### src/rtl/dllseq_pkg.sv
// Shared types of the DLL bring-up sequencer.
// Assumes: used only by the dllseq_* modules and dll_bringup_seq.
package dllseq_pkg;
    // Command sent to a lane in the cycle before the edge that applies it
    typedef enum logic [1:0] {
        LCMD_HOLD    = 2'd0,
        LCMD_ARM     = 2'd1,
        LCMD_OPEN    = 2'd2,
        LCMD_RELEASE = 2'd3
    } lane_cmd_e;

    typedef enum logic [2:0] {
        SQ_IDLE   = 3'd0,
        SQ_M_ARM  = 3'd1,
        SQ_M_OPEN = 3'd2,
        SQ_M_REL  = 3'd3,
        SQ_S_ARM  = 3'd4,
        SQ_S_OPEN = 3'd5,
        SQ_S_REL  = 3'd6
    } seq_state_e;
endpackage

### src/rtl/dllseq_timer.sv
// Step wait timer: loads a cycle count and counts down to zero.
// Assumes: a load of N-1 makes expired_o come back N cycles after the load edge.
module dllseq_timer #(
    parameter int CNT_W = 8
) (
    input  logic             clk,
    input  logic             rst_n,
    input  logic             load_i,
    input  logic [CNT_W-1:0] load_val_i,
    output logic             expired_o
);
    logic [CNT_W-1:0] cnt_q;

    // Load a new wait, or count the current one down to zero
    always_ff @(posedge clk) begin
        if (!rst_n)          cnt_q <= '0;
        else if (load_i)     cnt_q <= load_val_i;
        else if (cnt_q != 0) cnt_q <= cnt_q - 1'b1;
    end

    assign expired_o = (cnt_q == '0);
endmodule

### src/rtl/dllseq_lane.sv
// One DLL lane register set: phase, disable and active-low reset.
// Assumes: commands are applied only when en_i is 1; otherwise the outputs hold.
module dllseq_lane
    import dllseq_pkg::*;
#(
    parameter int PH_W = 4
) (
    input  logic            clk,
    input  logic            rst_n,
    input  logic            en_i,
    input  lane_cmd_e       cmd_i,
    input  logic [PH_W-1:0] phase_i,
    output logic [PH_W-1:0] phase_o,
    output logic            dis_o,
    output logic            nrst_o
);
    // Apply the step command to this lane's registers
    always_ff @(posedge clk) begin
        if (!rst_n) begin
            phase_o <= '0;
            dis_o   <= 1'b0;
            nrst_o  <= 1'b0;
        end else if (en_i) begin
            case (cmd_i)
                LCMD_ARM: begin
                    phase_o <= phase_i;
                    dis_o   <= 1'b1;
                    nrst_o  <= 1'b0;
                end
                LCMD_OPEN: begin
                    dis_o  <= 1'b0;
                    nrst_o <= 1'b0;
                end
                LCMD_RELEASE: begin
                    dis_o  <= 1'b0;
                    nrst_o <= 1'b1;
                end
                default: ;
            endcase
        end
    end


    lane_excl_chk: assert property (@(posedge clk) disable iff (!rst_n)
        !(dis_o && nrst_o));
endmodule

### src/rtl/dllseq_ctrl.sv
// Sequence controller: runs master arm/open/release, then the byte-lane steps.
// Assumes: the timer reports expiry one wait after each load it requests.
module dllseq_ctrl
    import dllseq_pkg::*;
#(
    parameter int CNT_W  = 8,
    parameter int WORD_W = 32,
    parameter int ARM_C  = 8,
    parameter int OPEN_C = 88,
    parameter int REL_C  = 88
) (
    input  logic              clk,
    input  logic              rst_n,
    input  logic              start_i,
    input  logic              wide_i,
    input  logic [WORD_W-1:0] word_i,
    input  logic              expired_i,
    output lane_cmd_e         m_cmd_o,
    output lane_cmd_e         s_cmd_o,
    output logic              tmr_load_o,
    output logic [CNT_W-1:0]  tmr_val_o,
    output logic [WORD_W-1:0] word_eff_o,
    output logic              wide_q_o,
    output logic              busy_o,
    output logic              done_o
);
    localparam logic [CNT_W-1:0] ARM_V  = CNT_W'(ARM_C - 1);
    localparam logic [CNT_W-1:0] OPEN_V = CNT_W'(OPEN_C - 1);
    localparam logic [CNT_W-1:0] REL_V  = CNT_W'(REL_C - 1);

    seq_state_e        state_q, state_d;
    logic [WORD_W-1:0] word_q;

    // Next state, lane commands and timer loads for each step boundary
    always_comb begin
        state_d    = state_q;
        m_cmd_o    = LCMD_HOLD;
        s_cmd_o    = LCMD_HOLD;
        tmr_load_o = 1'b0;
        tmr_val_o  = '0;
        case (state_q)
            SQ_IDLE: if (start_i) begin
                state_d = SQ_M_ARM;  m_cmd_o = LCMD_ARM;
                tmr_load_o = 1'b1;   tmr_val_o = ARM_V;
            end
            SQ_M_ARM: if (expired_i) begin
                state_d = SQ_M_OPEN; m_cmd_o = LCMD_OPEN;
                tmr_load_o = 1'b1;   tmr_val_o = OPEN_V;
            end
            SQ_M_OPEN: if (expired_i) begin
                state_d = SQ_M_REL;  m_cmd_o = LCMD_RELEASE;
                tmr_load_o = 1'b1;   tmr_val_o = REL_V;
            end
            SQ_M_REL: if (expired_i) begin
                state_d = SQ_S_ARM;  s_cmd_o = LCMD_ARM;
                tmr_load_o = 1'b1;   tmr_val_o = ARM_V;
            end
            SQ_S_ARM: if (expired_i) begin
                state_d = SQ_S_OPEN; s_cmd_o = LCMD_OPEN;
                tmr_load_o = 1'b1;   tmr_val_o = OPEN_V;
            end
            SQ_S_OPEN: if (expired_i) begin
                state_d = SQ_S_REL;  s_cmd_o = LCMD_RELEASE;
                tmr_load_o = 1'b1;   tmr_val_o = REL_V;
            end
            SQ_S_REL: if (expired_i) state_d = SQ_IDLE;
            default: state_d = SQ_IDLE;
        endcase
    end

    // State, captured word/width, and the sticky done flag
    always_ff @(posedge clk) begin
        if (!rst_n) begin
            state_q  <= SQ_IDLE;
            word_q   <= '0;
            wide_q_o <= 1'b0;
            done_o   <= 1'b0;
        end else begin
            state_q <= state_d;
            if (state_q == SQ_IDLE && start_i) begin
                word_q   <= word_i;
                wide_q_o <= wide_i;
                done_o   <= 1'b0;
            end
            if (state_q == SQ_S_REL && expired_i) done_o <= 1'b1;
        end
    end

    assign busy_o     = (state_q != SQ_IDLE);
    assign word_eff_o = (state_q == SQ_IDLE) ? word_i : word_q;


    done_at_end_chk: assert property (@(posedge clk) disable iff (!rst_n)
        $rose(done_o) |-> $fell(busy_o));

    start_busy_ignored_chk: assert property (@(posedge clk) disable iff (!rst_n)
        (busy_o && start_i && !expired_i) |=> (state_q == $past(state_q)));
endmodule

### src/rtl/dll_bringup_seq.sv
// Top of the DLL bring-up sequencer: one master lane and MAX_SLAVES byte lanes.
// Assumes: start_i is a pulse; the bus width is sampled with the start pulse.
module dll_bringup_seq
    import dllseq_pkg::*;
#(
    parameter int CLK_PER_US    = 100,
    parameter int ARM_US        = 2,
    parameter int OPEN_US       = 22,
    parameter int REL_US        = 22,
    parameter int MAX_SLAVES    = 4,
    parameter int NARROW_SLAVES = 2,
    parameter int WORD_W        = 32,
    parameter int M_PH_W        = 6,
    parameter int M_PH_LSB      = 16,
    parameter int S_PH_W        = 4
) (
    input  logic                         clk,
    input  logic                         rst_n,
    input  logic                         start_i,
    input  logic                         wide_bus_i,
    input  logic [WORD_W-1:0]            phase_word_i,
    output logic [M_PH_W-1:0]            master_phase_o,
    output logic                         master_dis_o,
    output logic                         master_nrst_o,
    output logic [MAX_SLAVES*S_PH_W-1:0] slave_phase_o,
    output logic [MAX_SLAVES-1:0]        slave_dis_o,
    output logic [MAX_SLAVES-1:0]        slave_nrst_o,
    output logic                         busy_o,
    output logic                         done_o
);
    localparam int ARM_C  = ARM_US * CLK_PER_US;
    localparam int OPEN_C = OPEN_US * CLK_PER_US;
    localparam int REL_C  = REL_US * CLK_PER_US;
    localparam int MAX_C  = (OPEN_C > REL_C) ? ((OPEN_C > ARM_C) ? OPEN_C : ARM_C)
                                             : ((REL_C > ARM_C) ? REL_C : ARM_C);
    localparam int CNT_W  = $clog2(MAX_C + 1);

    lane_cmd_e         m_cmd, s_cmd;
    logic              tmr_load, tmr_exp, wide_q;
    logic [CNT_W-1:0]  tmr_val;
    logic [WORD_W-1:0] word_eff;

    dllseq_ctrl #(
        .CNT_W(CNT_W), .WORD_W(WORD_W),
        .ARM_C(ARM_C), .OPEN_C(OPEN_C), .REL_C(REL_C)
    ) ctrl_i (
        .clk(clk), .rst_n(rst_n), .start_i(start_i), .wide_i(wide_bus_i),
        .word_i(phase_word_i), .expired_i(tmr_exp),
        .m_cmd_o(m_cmd), .s_cmd_o(s_cmd), .tmr_load_o(tmr_load),
        .tmr_val_o(tmr_val), .word_eff_o(word_eff), .wide_q_o(wide_q),
        .busy_o(busy_o), .done_o(done_o)
    );

    dllseq_timer #(.CNT_W(CNT_W)) timer_i (
        .clk(clk), .rst_n(rst_n), .load_i(tmr_load),
        .load_val_i(tmr_val), .expired_o(tmr_exp)
    );

    dllseq_lane #(.PH_W(M_PH_W)) master_i (
        .clk(clk), .rst_n(rst_n), .en_i(1'b1), .cmd_i(m_cmd),
        .phase_i(word_eff[M_PH_LSB +: M_PH_W]),
        .phase_o(master_phase_o), .dis_o(master_dis_o), .nrst_o(master_nrst_o)
    );

    for (genvar k = 0; k < MAX_SLAVES; k++) begin : g_slave
        localparam bit IN_NARROW = (k < NARROW_SLAVES);
        logic lane_en;
        // A byte lane is selected by the captured bus width
        assign lane_en = wide_q || IN_NARROW;
        dllseq_lane #(.PH_W(S_PH_W)) slave_i (
            .clk(clk), .rst_n(rst_n), .en_i(lane_en), .cmd_i(s_cmd),
            .phase_i(word_eff[k*S_PH_W +: S_PH_W]),
            .phase_o(slave_phase_o[k*S_PH_W +: S_PH_W]),
            .dis_o(slave_dis_o[k]), .nrst_o(slave_nrst_o[k])
        );
    end


    slave_quiet_chk: assert property (@(posedge clk) disable iff (!rst_n)
        (busy_o && $past(busy_o) && !master_nrst_o)
            |-> ($stable(slave_dis_o) && $stable(slave_nrst_o) && $stable(slave_phase_o)));
endmodule

### config.mk
export PLATFORM = sky130hd
export DESIGN_NAME = dll_bringup_seq
export DESIGN_NICKNAME = d
export VERILOG_FILES = /design/src/rtl/dllseq_pkg.sv /design/src/rtl/dllseq_timer.sv /design/src/rtl/dllseq_lane.sv /design/src/rtl/dllseq_ctrl.sv /design/src/rtl/dll_bringup_seq.sv
export SDC_FILE = /design/constraint.sdc
export NUM_CORES = 1
export LEC_CHECK = 0
export CAP_MARGIN = 20
export CORE_ASPECT_RATIO = 2
export CORE_MARGIN = 5
export CORE_UTILIZATION = 58
export CTS_CLUSTER_SIZE = 25
export DETAILED_ROUTE_END_ITERATION = 7
export PLACE_DENSITY = 0.89
export SYNTH_ARGS = -nofsm -noshare
export SYNTH_HDL_FRONTEND = slang
export SYNTH_HIERARCHICAL = 1
export SYNTH_SLANG_ARGS = --single-unit
### constraint.sdc
create_clock -name clk -period 5.11 [get_ports clk]
set_input_delay 1.2775 -clock clk [delete_from_list [all_inputs] [get_ports clk]]
set_output_delay 1.2775 -clock clk [all_outputs]
set_load 0.01 [all_outputs]
==> results of run 1 <==
state kept, by name, summed over array words and instances, names as in the netlist:
register / cells
ctrl_i/done_o: 1
ctrl_i/state_q: 3
master_i/dis_o: 1
g_slave.slave_i/dis_o: 4
timer_i/cnt_q: 12
master_i/nrst_o: 1
ctrl_i/wide_q_o: 1
g_slave.slave_i/phase_o: 16
master_i/phase_o: 6
g_slave.slave_i/nrst_o: 4
ctrl_i/word_q: 22
worst reg2reg max path, cell delays in order, from the launching register on:
cell	delay [ns]
dfxtp_1	0.33
inv_1	0.11
ha_1	0.19
nor3b_1	0.29
nand3_1	0.23
inv_1	0.37
and3b_1	0.67
a31o_2	0.25
or2_2	0.18
inv_1	0.27
o21ai_0	0.27
a31oi_1	0.06
power by group through the flow:
stage	sequential [uW]	clock, uW	combinational [uW]
floorplan	641	0	279
CTS	644	633	337
finish	646	623	340
global placement	650	0	327
detailed placement	655	0	333
global route	654	658	382
layout by cell type, fill, tap and decap left out, drive strengths merged, types with 7 or more instances in the layout:
master         count
mux2i             23
nor2               9
inv               13
clkbuf            12
conb              20
clkdlybuf4s50     58
dfxtp             71
o21ai             46
mux2              22
o21a               7
nand4              7
a21oi             20
nand3             27
and3b              7
nand2             77
through the flow:
step	setup WS (ns)	hold WS, ns	power (uW)	instances	util (%)
floorplan	2.46	0.434	920	442	-
global placement	1.66	0.440	976	521	67.5
detailed placement	1.63	0.448	987	521	67.5
CTS	1.77	0.457	1610	536	72.5
global route	1.41	0.477	1690	538	73.1
finish	1.76	0.456	1610	538	73.1
layer usage:
layer  track usage [%]  up-vias
met5                 0        -
met4              15.1        0
met3              3.89       23
met2              38.3       85
met1              23.8     1415
li1                  -     1543
final timing paths:
path	from	end	slack, ns	depth (start not counted)
min	g_slave[1].slave_i/phase_o[2]	g_slave[1].slave_i/phase_o[2]	0.46	2
max	timer_i/cnt_q[0]	timer_i/cnt_q[11]	1.76	11
min reg2reg	g_slave[1].slave_i/phase_o[2]	g_slave[1].slave_i/phase_o[2]	0.46	2
max reg2reg	timer_i/cnt_q[0]	timer_i/cnt_q[11]	1.76	11
area by class of cell:
class	count	area (sq um)	area share, %
inverters	13	48.8	1.11
flip-flops and latches	71	1420	32.4
repair buffers	62	631	14.4
multi-input cells	314	1910	43.5
clock inverters	3	42.5	0.969
well taps	63	78.8	1.80
clock buffers	12	256	5.84
==> impl_metrics.yaml, run 1 <==
timing:
  maxSlewViolCount: 0
  rsz0062_at_grt: "false"
  worst_pin_slew_ns: 0.673
  layout_min_cycle_time_ns: 3.35
  slew_headroom_pct: 55.1
  hold_violations: 0
  setup_viol: 0
  fmax_mhz: 299
  fin_tns_setup_ns: 0
  clock_skew_ns: 0.00643
  post-route-period-util_pct: 65.6
critical_path:
  cp.required_ns: 5.29
  critPathSlowestCell: "and3b_1"
  cp_max_fo: 20
  startpoint_type: "register"
  slowest_delay_ns: 0.66
  cp-end-kind: "register"
  arrival_ns: 3.53
  worstSetupPathType: "reg -> reg"
  path_buf_inv: 3
  path_common_cell: "inv_1"
  crit_path_cell_trace: "inv_1, ha_1, nor3b_1, nand3_1, inv_1, and3b_1, a31o_2, or2_2, inv_1, o21ai_0, a31oi_1"
  crit_family: "simple AND/OR/NAND/NOR gates"
clocking:
  insertion_delay_ns: 0.33
  cts_setup_buffers: 0
  cts_root_buf: "clkbuf_16"
  cts_buffers: 9
  holdBufCountCts: 0
  path_clk_slew_ns: 0.05
  cts_tree: "yes"
  clockBufferDepth: 2
  ctsResizeCount: 0
  htreeDepth: 3
  cts.sinks: 71
cells_and_area:
  n_antenna_cell: 0
  design_area_sq_um: 4390
  syn_to_final_growth_pct: 22.7
  fillers: 442
  nets: 509
  layout-drive-gt1-share_pct: 11.8
die:
  die_w_um: 65.5
  die_h_um: 121
  die_area_sq_um: 7940
  io_pins: 70
  rows: 40
  coreArea_sq_um: 6010
  start_util_pct: 59.6
detailed_routing:
  drc: 0
  drtIter0Drc: 248
  antenna_left: 0
  drt-total-wl_um: 8200
  wire_per_inst_um: 15.2
  wl_met3_um: 382
  top_layer_used: "met4"
  dr_wl_met2_um: 4390
  vias_per_cell: 5.70
  vias: 3066
  wl_met1_um: 3160
  drt_pre_antenna_iters: 5
global_routing:
  grt_pass1_vias: 3021
  gr-total-overflow: 0
  grt_max_degree: 124
  grt_pass1_wl_um: 13600
  antenna_found_initial: 0
  grt.total_usage_pct: 22.2
yosys:
  synth_warnings: 6
  synth_area_per_cell_sq_um: 8.44
  synthCells: 424
  syn-cell-area_sq_um: 3580
pwr:
  swShare_pct: 28.0
  power_frac_comb_pct: 21.1
  pwr-share-clk_pct: 38.7
  p_int_uw: 1160
  leakagePower_uw: 0.00167
  ir_worst_vdd_v: 0.000230
  power.switching_uw: 451
  seq_power_share_pct: 40.1
  power.density_nw_per_um2: 366
placed_design:
  hpwlAfterDp_um: 5390
  port_buffers: 59
  gpl.final_weighted_congestion: 0.867
  placed_cell_area_sq_um: 4060
flow_run:
  max-cap-violations: 0
outcome:
  status: "finished, final reports clean"
min_path:
  hp-class: "reg -> reg"
No activity file was read; power rests on OpenSTA's default activity.
==> inputs of run 2 (changes only) <==
--- a/config.mk
+++ b/config.mk
@@ -8,10 +8,10 @@
 export CAP_MARGIN = 20
 export CORE_ASPECT_RATIO = 2
 export CORE_MARGIN = 5
-export CORE_UTILIZATION = 58
+export CORE_UTILIZATION = 53
 export CTS_CLUSTER_SIZE = 25
 export DETAILED_ROUTE_END_ITERATION = 7
-export PLACE_DENSITY = 0.89
+export PLACE_DENSITY = 0.83
 export SYNTH_ARGS = -nofsm -noshare
 export SYNTH_HDL_FRONTEND = slang
 export SYNTH_HIERARCHICAL = 1
==> constraint.sdc (replaced) <==
create_clock -name clk -period 3.3 [get_ports clk]
set_input_delay 0.825 -clock clk [delete_from_list [all_inputs] [get_ports clk]]
set_output_delay 0.825 -clock clk [all_outputs]
set_load 0.01 [all_outputs]
==> run 2 against run 1 <==
Routed wire length is 2.1% higher. Global-route usage down 1.6 points. Non-clock buffer count increased by 2. Count of clock-buffer cells in the layout up 1. Sequential cell count is the same. Critical path type unchanged. Cell area decreased by 0.17%.
==> impl_metrics.yaml, run 2 (synthesis gave the netlist of run 1 again) <==
critical_path:
  worstSetupPathType: "reg -> reg"
  slowest_delay_ns: 0.41
  arrival_ns: 3.26
  crit_path_cell_trace: "inv_1, ha_1, nor3b_1, nand3_1, inv_1, and3b_1, a31o_2, or2_2, inv_1, o21ai_0, a31oi_1"
  cp_max_fo: 20
  cp-end-kind: "register"
  path_common_cell: "inv_1"
  startpoint_type: "register"
  cp.required_ns: 3.56
  path_buf_inv: 3
  crit_family: "simple AND/OR/NAND/NOR gates"
  critPathSlowestCell: "inv_1"
die:
  io_pins: 70
  die_area_sq_um: 8590
  rows: 42
  die_w_um: 68.1
  start_util_pct: 54.0
  coreArea_sq_um: 6620
  die_h_um: 126
global_routing:
  grt_pass1_vias: 2933
  antenna_found_initial: 0
  grt.total_usage_pct: 20.5
  grt_pass1_wl_um: 13500
  gr-total-overflow: 0
  grt_max_degree: 109
clocking:
  clockBufferDepth: 2
  insertion_delay_ns: 0.33
  path_clk_slew_ns: 0.06
  cts_setup_buffers: 0
  holdBufCountCts: 0
  htreeDepth: 3
  cts_tree: "yes"
  cts.sinks: 71
  cts_buffers: 9
  ctsResizeCount: 0
  cts_root_buf: "clkbuf_16"
placed_design:
  place_ws_ns: 0.300
  gpl.final_weighted_congestion: 0.832
  placed_cells: 550
  hpwlAfterDp_um: 5890
  port_buffers: 59
detailed_routing:
  wl_met3_um: 269
  wire_per_inst_um: 14.8
  antenna_left: 0
  dr_wl_met2_um: 4650
  top_layer_used: "met4"
  vias_per_cell: 5.45
  drtIter0Drc: 221
  drt-total-wl_um: 8370
  drt_pre_antenna_iters: 6
  wl_met1_um: 3200
  drc: 0
  vias: 3074
timing:
  fin_tns_setup_ns: 0
  post-route-period-util_pct: 90.8
  rsz0062_at_grt: "false"
  maxSlewViolCount: 0
  fin_ws_ns: 0.302
  hold_violations: 0
  worst_pin_slew_ns: 0.962
  whs_ns: 0.452
  clock_skew_ns: 0.00683
  setup_viol: 0
  slew_headroom_pct: 35.9
  layout_min_cycle_time_ns: 3.00
  fmax_mhz: 334
pwr:
  power_frac_comb_pct: 22.0
  seq_power_share_pct: 41.7
  swShare_pct: 28.6
  power.switching_uw: 684
  power.density_nw_per_um2: 547
  leakagePower_uw: 0.00166
  p_int_uw: 1710
  pwr-share-clk_pct: 36.3
  ir_worst_vdd_v: 0.000428
cells_and_area:
  syn_to_final_growth_pct: 22.4
  multi_input_comb_area_sq_um: 1910
  largestRegisters: "ctrl_i/word_q x22, g_slave.slave_i/phase_o x16, timer_i/cnt_q x12"
  regMostFlops: "ctrl_i/word_q"
  layout.cells.non_filler: 564
  mostFrequentLayoutCells: "77 x nand2_1, 71 x dfxtp_1, 58 x clkdlybuf4s50_1, 27 x nand3_1, 26 x o21ai_0"
  layout_commonest_cell: "nand2_1"
  n_antenna_cell: 0
  largest_register_ffs: 22
  fillers: 587
  nets: 511
  seqCellArea_sq_um: 1420
  layout-drive-gt1-share_pct: 11.8
  fin_util_pct: 66.2
flow_run:
  max-cap-violations: 0
min_path:
  hp-class: "reg -> reg"
outcome:
  status: "finished, final reports clean"
==> run 2: cell count changes in the layout (fill, tap and decap cells not counted) <==
cell,change
buf_16,-1
clkbuf_1,+1
buf_4,+3
bufinv_16,-1
clkinvlp_4,-1
==> run 2: power by group through the flow <==
stage | clock [uW] | combinational [uW] | sequential [uW]
after CTS | 888 | 525 | 998
after detailed placement | 0 | 522 | 1010
after floorplan | 0 | 433 | 993
after global placement | 0 | 508 | 1010
after global routing | 922 | 579 | 1010
final | 869 | 527 | 999
==> run 2: path summary, 6_finish.rpt <==
path,start,end,slack (ns),cells past startpoint
worst max-delay path,timer_i/cnt_q[0],timer_i/cnt_q[11],0.30,11
worst min-delay path,ctrl_i/word_q[20],ctrl_i/word_q[20],0.45,2
worst max register to register,timer_i/cnt_q[0],timer_i/cnt_q[11],0.30,11
worst min register to register,ctrl_i/word_q[20],ctrl_i/word_q[20],0.45,2
==> run 2: final cells by class <==
cell class	instances	area share, %
clock buffer	13	5.94
clock inverter	1	0.114
inverter	13	1.11
multi-input combinational	314	43.6
sequential	71	32.4
tap	88	2.51
timing repair buffer	64	14.3
==> run 2: stage by stage <==
stage / area (sq um) / total power, uW
floorplan: 3650 / 1430
global placement: 4120 / 1520
detailed placement: 4120 / 1540
CTS: 4380 / 2410
global route: 4380 / 2510
finish: 4380 / 2400
==> run 2: worst register-to-register path: stages (launching register included) <==
cell and delay, ns:
dfxtp_1 0.38, inv_1 0.10, ha_1 0.24, nor3b_1 0.17, nand3_1 0.20, inv_1 0.25
and3b_1 0.26, a31o_2 0.23, or2_2 0.34, inv_1 0.41, o21ai_0 0.17, a31oi_1 0.19
==> run 2: per-layer routing <==
| layer | vias to the layer above | GRT usage (%) |
|---|---|---|
| met3 | 20 | 3.92 |
| met1 | 1439 | 21.8 |
| met4 | 0 | 9.96 |
| li1 | 1543 | - |
| met5 | - | 0 |
| met2 | 72 | 36.7 |
